==> src/rtl/tws_pkg.sv <==
package tws_pkg;

   localparam int unsigned WORD_BITS   = 21;
   localparam int unsigned NUM_FBANDS  = 10;
   localparam int unsigned NUM_RBANDS  = 3;

   // Frequency band edges in kHz; band k covers [EDGE[k], EDGE[k+1]-1]
   localparam int unsigned FBAND_EDGE [0:10] = '{
      950000, 1019000, 1075000, 1228000, 1350000, 1482000,
      1596000, 1718000, 1856000, 2036000, 2150000
   };
   // Ranges below this index run the VCO at divide-by-4
   localparam int unsigned FBAND_DIV4_CNT = 2;

   localparam int unsigned RBAND_LO [0:2] = '{1000000, 5000000, 15000000};
   localparam int unsigned RBAND_HI [0:2] = '{4999999, 14999999, 45000000};

   localparam logic [8:0] ATT_SLOPE   [0:2] = '{9'h007, 9'h01F, 9'h03F};
   localparam logic [8:0] GAIN_OFS_A  [0:2] = '{9'h1F8, 9'h1E0, 9'h180};
   localparam logic [8:0] GAIN_OFS_B  [0:2] = '{9'h1F8, 9'h180, 9'h100};

   localparam logic [2:0]  ATT_CMD   = 3'd4;
   localparam logic [8:0]  ATT_MID   = 9'h007;
   localparam logic [2:0]  GAIN_CMD  = 3'd2;
   localparam logic [20:0] PLL_CTRL  = 21'h1F8000;

   typedef enum logic [2:0] {
      SQ_IDLE,
      SQ_ATT,
      SQ_GAIN,
      SQ_BAND,
      SQ_PLL
   } seq_state_e;

endpackage

==> src/rtl/tws_rate_sel.sv <==
module tws_rate_sel
   import tws_pkg::*;
#(
   parameter int unsigned RATE_W = 26
) (
   input  logic [RATE_W-1:0]    rate_i,
   output logic [WORD_BITS-1:0] att_word_o,
   output logic [WORD_BITS-1:0] gain_word_o
);

   generate
      if (RATE_W > 32) begin : g_bad_w
         $error("tws_rate_sel: RATE_W must not exceed 32");
      end
   endgenerate

   logic [31:0]           rate_ext;
   logic [NUM_RBANDS-1:0] hit;
   logic [1:0]            idx;

   assign rate_ext = 32'(rate_i);

   genvar g;
   generate
      for (g = 0; g < NUM_RBANDS; g++) begin : g_hit
         assign hit[g] = (rate_ext >= RBAND_LO[g]) && (rate_ext <= RBAND_HI[g]);
      end
   endgenerate

   // Ranges do not overlap; no hit leaves the first entry in place
   always_comb begin
      idx = 2'd0;
      for (int i = 0; i < NUM_RBANDS; i++) begin
         if (hit[i]) idx = 2'(i);
      end
   end

   assign att_word_o  = {ATT_CMD,  ATT_MID,         ATT_SLOPE[idx]};
   assign gain_word_o = {GAIN_CMD, GAIN_OFS_B[idx], GAIN_OFS_A[idx]};

endmodule

==> src/rtl/tws_band_sel.sv <==
module tws_band_sel
   import tws_pkg::*;
#(
   parameter int unsigned FREQ_W = 22
) (
   input  logic [FREQ_W-1:0]    freq_i,
   output logic [WORD_BITS-1:0] band_word_o,
   output logic                 div4_o
);

   generate
      if (FREQ_W > 32) begin : g_bad_w
         $error("tws_band_sel: FREQ_W must not exceed 32");
      end
   endgenerate

   logic [31:0]           freq_ext;
   logic [NUM_FBANDS-1:0] hit;
   logic [3:0]            idx;
   logic [7:0]            code;

   assign freq_ext = 32'(freq_i);

   genvar g;
   generate
      for (g = 0; g < NUM_FBANDS; g++) begin : g_hit
         assign hit[g] = (freq_ext >= FBAND_EDGE[g]) && (freq_ext < FBAND_EDGE[g+1]);
      end
   endgenerate

   always_comb begin
      idx = 4'd0;
      for (int i = 0; i < NUM_FBANDS; i++) begin
         if (hit[i]) idx = 4'(i);
      end
   end

   // Divide-by-4 ranges take the two top code bits, the rest walk up from bit 0
   always_comb begin
      if (idx < 4'(FBAND_DIV4_CNT)) begin
         div4_o = 1'b1;
         code   = 8'h40 << idx;
      end else begin
         div4_o = 1'b0;
         code   = 8'h01 << (idx - 4'(FBAND_DIV4_CNT));
      end
   end

   assign band_word_o = {11'd0, ~div4_o, 1'b0, code};

endmodule

==> src/rtl/tws_rdiv.sv <==
module tws_rdiv #(
   parameter int unsigned NUM_W = 24,
   parameter int unsigned DEN_W = 10
) (
   input  logic             clk,
   input  logic             rst_n,
   input  logic             start_i,
   input  logic [NUM_W-1:0] dividend_i,
   input  logic [DEN_W-1:0] divisor_i,
   output logic [NUM_W-1:0] quot_o,
   output logic             done_o
);

   localparam int unsigned CNT_W = $clog2(NUM_W + 1);

   generate
      if (NUM_W < 2) begin : g_bad_w
         $error("tws_rdiv: NUM_W must be at least 2");
      end
   endgenerate

   logic [NUM_W-1:0] quo_q;
   logic [DEN_W-1:0] rem_q;
   logic [DEN_W-1:0] den_q;
   logic [CNT_W-1:0] cnt_q;
   logic             run_q;
   logic [DEN_W:0]   trial;
   logic             fits;

   assign trial = {rem_q, quo_q[NUM_W-1]};
   assign fits  = trial >= {1'b0, den_q};

   always_ff @(posedge clk) begin
      if (!rst_n) begin
         quo_q  <= '0;
         rem_q  <= '0;
         den_q  <= '0;
         cnt_q  <= '0;
         run_q  <= 1'b0;
         done_o <= 1'b0;
      end else if (start_i) begin
         quo_q  <= dividend_i;
         rem_q  <= '0;
         den_q  <= divisor_i;
         cnt_q  <= CNT_W'(NUM_W);
         run_q  <= 1'b1;
         done_o <= 1'b0;
      end else if (run_q) begin
         if (fits) begin
            rem_q <= DEN_W'(trial - {1'b0, den_q});
            quo_q <= {quo_q[NUM_W-2:0], 1'b1};
         end else begin
            rem_q <= trial[DEN_W-1:0];
            quo_q <= {quo_q[NUM_W-2:0], 1'b0};
         end
         cnt_q <= cnt_q - 1'b1;
         if (cnt_q == CNT_W'(1)) begin
            run_q  <= 1'b0;
            done_o <= 1'b1;
         end
      end
   end

   assign quot_o = quo_q;

endmodule

==> src/rtl/tuner_word_seq.sv <==
module tuner_word_seq
   import tws_pkg::*;
#(
   parameter int unsigned FREQ_W    = 22,
   parameter int unsigned RATE_W    = 26,
   parameter int unsigned COMP_STEP = 1011
) (
   input  logic                 clk,
   input  logic                 rst_n,
   input  logic                 start_i,
   input  logic [FREQ_W-1:0]    freq_khz_i,
   input  logic [RATE_W-1:0]    srate_i,
   input  logic                 word_ready_i,
   output logic                 word_valid_o,
   output logic [WORD_BITS-1:0] word_o,
   output logic                 busy_o
);

   localparam int unsigned PROD_W = FREQ_W + 2;
   localparam int unsigned DEN_W  = $clog2(COMP_STEP + 1);

   generate
      if (PROD_W < 15) begin : g_bad_prod
         $error("tuner_word_seq: FREQ_W too small for a 9-bit N field");
      end
      if (COMP_STEP < 2) begin : g_bad_step
         $error("tuner_word_seq: COMP_STEP must be at least 2");
      end
   endgenerate

   seq_state_e           state_q;
   logic [WORD_BITS-1:0] att_lut, gain_lut, band_lut;
   logic [WORD_BITS-1:0] att_q, gain_q, band_q;
   logic                 div4;
   logic                 launch;
   logic [PROD_W-1:0]    scaled_freq;
   logic [PROD_W-1:0]    quot;
   logic                 div_done;
   logic [8:0]           n_cnt;
   logic [4:0]           a_raw, a_cnt;
   logic [WORD_BITS-1:0] pll_word;
   logic                 xfer;

   tws_rate_sel #(.RATE_W(RATE_W)) u_rate (
      .rate_i      (srate_i),
      .att_word_o  (att_lut),
      .gain_word_o (gain_lut)
   );

   tws_band_sel #(.FREQ_W(FREQ_W)) u_band (
      .freq_i      (freq_khz_i),
      .band_word_o (band_lut),
      .div4_o      (div4)
   );

   assign launch      = (state_q == SQ_IDLE) && start_i;
   assign scaled_freq = div4 ? {freq_khz_i, 2'b00} : {1'b0, freq_khz_i, 1'b0};

   tws_rdiv #(.NUM_W(PROD_W), .DEN_W(DEN_W)) u_div (
      .clk        (clk),
      .rst_n      (rst_n),
      .start_i    (launch),
      .dividend_i (scaled_freq),
      .divisor_i  (DEN_W'(COMP_STEP)),
      .quot_o     (quot),
      .done_o     (div_done)
   );

   // Halving drops quotient bit 0; N and A sit directly above it
   assign n_cnt    = quot[14:6];
   assign a_raw    = quot[5:1];
   assign a_cnt    = (a_raw == 5'd0) ? 5'd1 : a_raw;
   assign pll_word = PLL_CTRL | {7'd0, n_cnt, a_cnt};

   assign xfer = word_valid_o && word_ready_i;

   always_ff @(posedge clk) begin
      if (!rst_n) begin
         state_q <= SQ_IDLE;
         att_q   <= '0;
         gain_q  <= '0;
         band_q  <= '0;
      end else begin
         unique case (state_q)
            SQ_IDLE: if (start_i) begin
               att_q   <= att_lut;
               gain_q  <= gain_lut;
               band_q  <= band_lut;
               state_q <= SQ_ATT;
            end
            SQ_ATT:  if (xfer) state_q <= SQ_GAIN;
            SQ_GAIN: if (xfer) state_q <= SQ_BAND;
            SQ_BAND: if (xfer) state_q <= SQ_PLL;
            SQ_PLL:  if (xfer) state_q <= SQ_IDLE;
            default: state_q <= SQ_IDLE;
         endcase
      end
   end

   always_comb begin
      word_o       = '0;
      word_valid_o = 1'b0;
      unique case (state_q)
         SQ_ATT:  begin word_o = att_q;    word_valid_o = 1'b1;     end
         SQ_GAIN: begin word_o = gain_q;   word_valid_o = 1'b1;     end
         SQ_BAND: begin word_o = band_q;   word_valid_o = 1'b1;     end
         SQ_PLL:  begin word_o = pll_word; word_valid_o = div_done; end
         default: ;
      endcase
   end

   assign busy_o = (state_q != SQ_IDLE);

endmodule

==> config.mk <==
export PLATFORM = sky130hd
export DESIGN_NAME = tuner_word_seq
export DESIGN_NICKNAME = d
export VERILOG_FILES = /design/src/rtl/tws_pkg.sv /design/src/rtl/tws_rate_sel.sv /design/src/rtl/tws_band_sel.sv /design/src/rtl/tws_rdiv.sv /design/src/rtl/tuner_word_seq.sv
export SDC_FILE = /design/constraint.sdc
export NUM_CORES = 1
export LEC_CHECK = 0
export ABC_CLOCK_PERIOD_IN_PS = 3000
export BUFFER_PORTS_ARGS = -buffer_cell sky130_fd_sc_hd__clkbuf_2
export CAP_MARGIN = 20
export CORE_MARGIN = 1
export CORE_UTILIZATION = 31
export DETAILED_ROUTE_END_ITERATION = 16
export GPL_ROUTABILITY_DRIVEN = 0
export SLEW_MARGIN = 0
export SYNTH_ARGS = -nofsm -noshare
export SYNTH_HDL_FRONTEND = slang
export SYNTH_SLANG_ARGS = --single-unit
==> constraint.sdc <==
create_clock -name clk -period 3 [get_ports clk]
set_input_delay 0.15 -clock clk [delete_from_list [all_inputs] [get_ports clk]]
set_output_delay 0.15 -clock clk [all_outputs]
set_load 0.05 [all_outputs]
======== Word level (Yosys, flattened, before mapping) ========
Index checks and enable logic that the tools add are counted.
W data, S select, Z words.
operators by class
  add/subtract/negate cells ............... 3
  multiply operators ...................... 0
  div/mod/pow operators ................... 0
  magnitude comparators ................... 25
  equality and inequality tests ........... 10
  shift operators ......................... 2
  multiplexer cells ....................... 41
  bitwise logic cells ..................... 3
  reductions and logical operators ........ 22
operators with widths
  kind                    number
  $ge A22 B21 Y1 const B  8
  $lt A22 B21 Y1 const B  8
  $pmux W21 S4            1
  $mux W24                3
  $bmux W9 S2             3
  $mux W9                 6
  $mux W3                 9
  $ge A26 B23 Y1 const B  1
  $ge A26 B24 Y1 const B  1
  $le A26 B24 Y1 const B  1
  $le A26 B26 Y1 const B  1
  $ge A22 B20 Y1 const B  1
  $lt A22 B22 Y1 const B  1
  $mux W5                 3
  $pmux W3 S5             1
  $logic_and A1 B1 Y1     13
  $ge A11 B10 Y1          1
  $mux W10                1
  $ne A2 B2 Y1 const B    5
  $sub A10 B10 Y10        1
  $mux W4                 2
  $mux W8                 1
  $shl A1 B4 Y8 const A   1
  $shl A7 B4 Y8 const A   1
  other kinds (21)        32
storage, ports and cells
  bits in registers ....................... 83
  latch bits .............................. 0
  bits in writable memories ............... 0
  bits in read-only memories .............. 0
  input port bits ......................... 52
  output and inout port bits .............. 23
  logic and storage cells ................. 117
  memories ................................ 0

======== Depth between registers and ports, before layout ========
  word-level depth ........................ 15
  mapped depth ............................ 12
  gate-level depth less buffers ........... 11

======== By module ========
A second synthesis with hierarchy kept.
second synthesis, totals
  cells, all modules ...................... 947
  area, all modules ....................... 7557.2 µm²
modules (own cells, without submodules)
  module          times used  cells each  area an instance (µm²)  sequential area each (µm²)
  tuner_word_seq  1           421         3344.5                  1321.3
  tws_rdiv        1           323         2768.9                  1021.0
  tws_band_sel    1           120         849.6                   0.0
  tws_rate_sel    1           83          594.3                   0.0

======== Least setup slack after synthesis ========
No wires, ideal clock.
  kind .................................... reg2reg
  start ................................... register, netlist name u_div.den_q[0]
  end ..................................... register u_div.rem_q[5]
  library setup time ...................... 0.132 ns
  data arrival time ....................... 2.287 ns
  required time ........................... 2.868 ns
  path slack .............................. 0.581 ns
  stages on the path, launching flop included .. 10
  path buffers ............................ 0
  period minus slack after synthesis ...... 2.419 ns
  cell sequence ........................... dfxtp_1 inv_1 ha_1 nor2b_1 o41a_1 o21ai_1 a31oi_2 nor2_2 mux2i_1 a21oi_1
between the ends
  word-level cells in the longest chain between the ends .. 2
  elaborated cells on any way between the ends .. 3
  classes of those cells .................. add/sub (1); order compare (1); mux (1)
RTL lines
  what                                                       RTL line                        source
  $sub A10 B10 Y10 / $ge A11 B10 Y1 (equally long branches)  tws_rdiv.sv:50, tws_rdiv.sv:31
  $mux W10 *                                                 tws_rdiv.sv:49                  if (fits) begin
  to (signal assigned)                                       tws_rdiv.sv:50                  rem_q <= DEN_W'(trial - {1'b0, den_q});
  to (signal assigned)                                       tws_rdiv.sv:53                  rem_q <= trial[DEN_W-1:0];
  to (decl)                                                  tws_rdiv.sv:23                  logic [DEN_W-1:0] rem_q;
Every way passes the cells marked *; elsewhere a longest branch is shown, timed or not.
A chain may end at the register's enable or synchronous reset.

======== Final worst setup path ========
  start ................................... register state_q[1]
  end ..................................... output port word_o[4]
between the ends
  word-level cells in the longest chain between the ends .. 2
  elaborated cells on any way between the ends .. 5
  classes of those cells .................. eq/ne (4); mux (1)
RTL lines
  what                                        RTL line               source
  from (decl)                                 tuner_word_seq.sv:31   seq_state_e state_q;
  from (signal assigned)                      tuner_word_seq.sv:79   state_q <= SQ_IDLE;
  from (signal assigned)                      tuner_word_seq.sv:89   state_q <= SQ_ATT;
  from (signal assigned)                      tuner_word_seq.sv:91   SQ_ATT: if (xfer) state_q <= SQ_GAIN;
  $eq A3 B3 Y1, or another cell as far along  tuner_word_seq.sv:103  unique case (state_q)
  $pmux W21 S4 *                              tuner_word_seq.sv:103
  to (decl)                                   tuner_word_seq.sv:15   output logic [WORD_BITS-1:0] word_o,
Marks and branches as above.

==> flow_summary.ini <==
[grt]
track_usage_pct = 17.3
grt_max_degree = 50
gr-total-overflow = 0
antenna_found_initial = 0
grt_pass1_wl_mm = 20.2
first_global_vias = 4016

[clocking]
cts_buffers = 9
post-cts-setup-buffers = 0
htree_levels = 3
clock-sinks = 59
clock_path_buffers = 2
hold_buffers = 0
cts-resized-gates = 0
clkTransAtPathRegs_ns = 0.05
clk-insertion-delay-late_ns = 0.33
cts-root-buf = clkbuf_16
cts_tree = done

[die]
die_y_um = 122
row_count = 43
ios = 75
die_x_um = 122
die_area_sq_um = 14800
core_area_sq_um = 13900
start_util_pct = 31.8

[outcome]
outcome = complete, no violations

[placement]
placed_area_sq_um = 4870
pre_cts_ws_ns = 0.345
port_buffers = 74
dp_hpwl_mm = 9.24

[synthesis]
seq_area_frac_synth_pct = 26.7
synth_area_per_cell_sq_um = 8.01
synthTopCellsByCount = 59 x dfxtp_1, 55 x o21ai_0, 52 x a21oi_1, 49 x nand2_1, 33 x nor2_1
synth_most_common_cell = dfxtp_1
syn_area_sq_um = 4430
yosysUniqueCellTypes = 79
yosys_warnings = 0
yosys-top-cells-area = dfxtp_1 27%, mux2i_1 6.3%, o21ai_0 6.2%, a21oi_1 5.9%, mux2_2 5.3%
yosysTopAreaCellShare_pct = 26.7
synthCells = 553
ys_ff_latch = 59
syn-num-nets = 617
synth_flop_cell = dfxtp_1
synth_edf_count = 0
yosys.area.top_type = dfxtp_1
async_reset_ff_share_pct = 0

[sta]
fin_setup_tns_ns = 0
period_share_pct = 84.6
period_needed_ns = 2.54
finalHoldViolCount = 0
maxSlewViolCount = 0
whs_ns = 0.115
worst_slack_ns = 0.462
rsz0062_at_grt = no
clock_skew_ns = 0.00887
relSlewSlack_pct = 48.6
worst_slew_pin_slew_ns = 0.770
finalSetupViolCount = 0
fmax_mhz = 394

[drt]
drc = 0
viasPerCell = 5.51
wl_per_cell_um = 15.5
first_iter_violations = 297
dr_total_vias = 4364
drt_wl_total_mm = 12.3
ant_nets = 0
drt_first_pass_iters = 5

[final_layout]
fin_util_pct = 37.4
stdcell_area_sq_um = 5210
areaGrowthSynthToFinish_pct = 17.6
drive_gt1_share_pct = 22.2
num_antenna_cells = 0
nets = 671

[setup_path]
critPathKind = register to output pin
cp_max_fo = 11
worst_setup_path_start_kind = register
critPathArrivalTime_ns = 2.39
rr_worst_depth = 9
required_ns = 2.85
end_kind = output pin

[hold_path]
min_path_type = input pin to register
min_path_cells = 3

[pwr]
p_per_area_nw_per_um2 = 550
leakagePower_nw = 2.09
ir_worst_vdd_mv = 0.265

[job]
maxCapViolCount = 0
## final cells by class
type                    instances  area (sq um)
well taps                     180           225
flip-flops and latches         59          1180
multi-input cells             438          2950
clock inverters                 5          85.1
repair buffers                 85           465
clock buffers                  11           253
inverters                      14          52.6
fillers                      1399          8720
## layout by cell type (no fill, tap or decap), drive strengths merged, types with 6 or more instances in the layout
cell and instances:
clkbuf 85, o21ai 61, dfxtp 59, a21oi 52
nand2 49, nor2 35, mux2i 28, mux2 21
nor3 15, inv 14, nand3 13, nor2b 11
ha 11, buf 11, a31oi 10, nand4 8
nand2b 7, nand3b 7, a21boi 7, o211ai 6
a21o 6, o31ai 6, xor2 6
## kinds of logic after synthesis
group	Yosys count	synth area share, %
compound gates	192	28.3
xor+xnor	10	1.98
simple gates	175	21.1
buf+inv	56	6.78
fa+ha+maj	12	3.56
mux	49	11.7
flops	59	26.7
## critical path, stage by stage (launching register included)
cell and delay, ns:
dfxtp_1 0.64, nor2b_1 0.33, nand2_1 0.16, a21oi_1 0.23, a21o_1 0.11, a22oi_1 0.06
o21ai_0 0.20, clkbuf_2 0.31
## routing by layer
metal / global-route usage (%) / wire [um] / vias up
li1: - / - / 2177
met1: 22.7 / 5630 / 2046
met2: 28.6 / 5870 / 123
met3: 3.28 / 564 / 18
met4: 5.48 / 199 / 0
met5: 0 / 0 / -
## metrics by stage
step | total power, mW | cells
2_1_floorplan | 1.53 | 553
3_3_place_gp | 1.71 | 776
3_5_place_dp | 1.72 | 776
4_1_cts | 2.88 | 792
5_1_grt | 3.02 | 792
6_report | 2.86 | 792
## registers in the layout (all words and copies together) (netlist names)
name          cells
u_div.den_q       1
u_div.done_o      1
u_div.run_q       1
state_q           3
u_div.rem_q      10
att_q             2
band_q            9
gain_q            3
u_div.quot_o     24
u_div.cnt_q       5
## path summary, 6_finish.rpt
| kind | from | to | slack, ns |
|---|---|---|---|
| max | state_q[1]$_SDFFE_PN0P_ | word_o[4] | 0.46 |
| max reg2reg | u_div.den_q[0]$_SDFFE_PN0P_ | u_div.rem_q[5]$_SDFFE_PP0P_ | 0.47 |
| min reg2reg | band_q[4]$_SDFFE_PN0P_ | band_q[4]$_SDFFE_PN0P_ | 0.46 |
| min | start_i | state_q[0]$_SDFFE_PN0P_ | 0.11 |
## where the power goes
part | switching, mW | internal (mW)
sequential | 0.0738 | 0.863
clock | 0.377 | 0.774
combinational | 0.463 | 0.314
(Power assumes the default switching activity.)
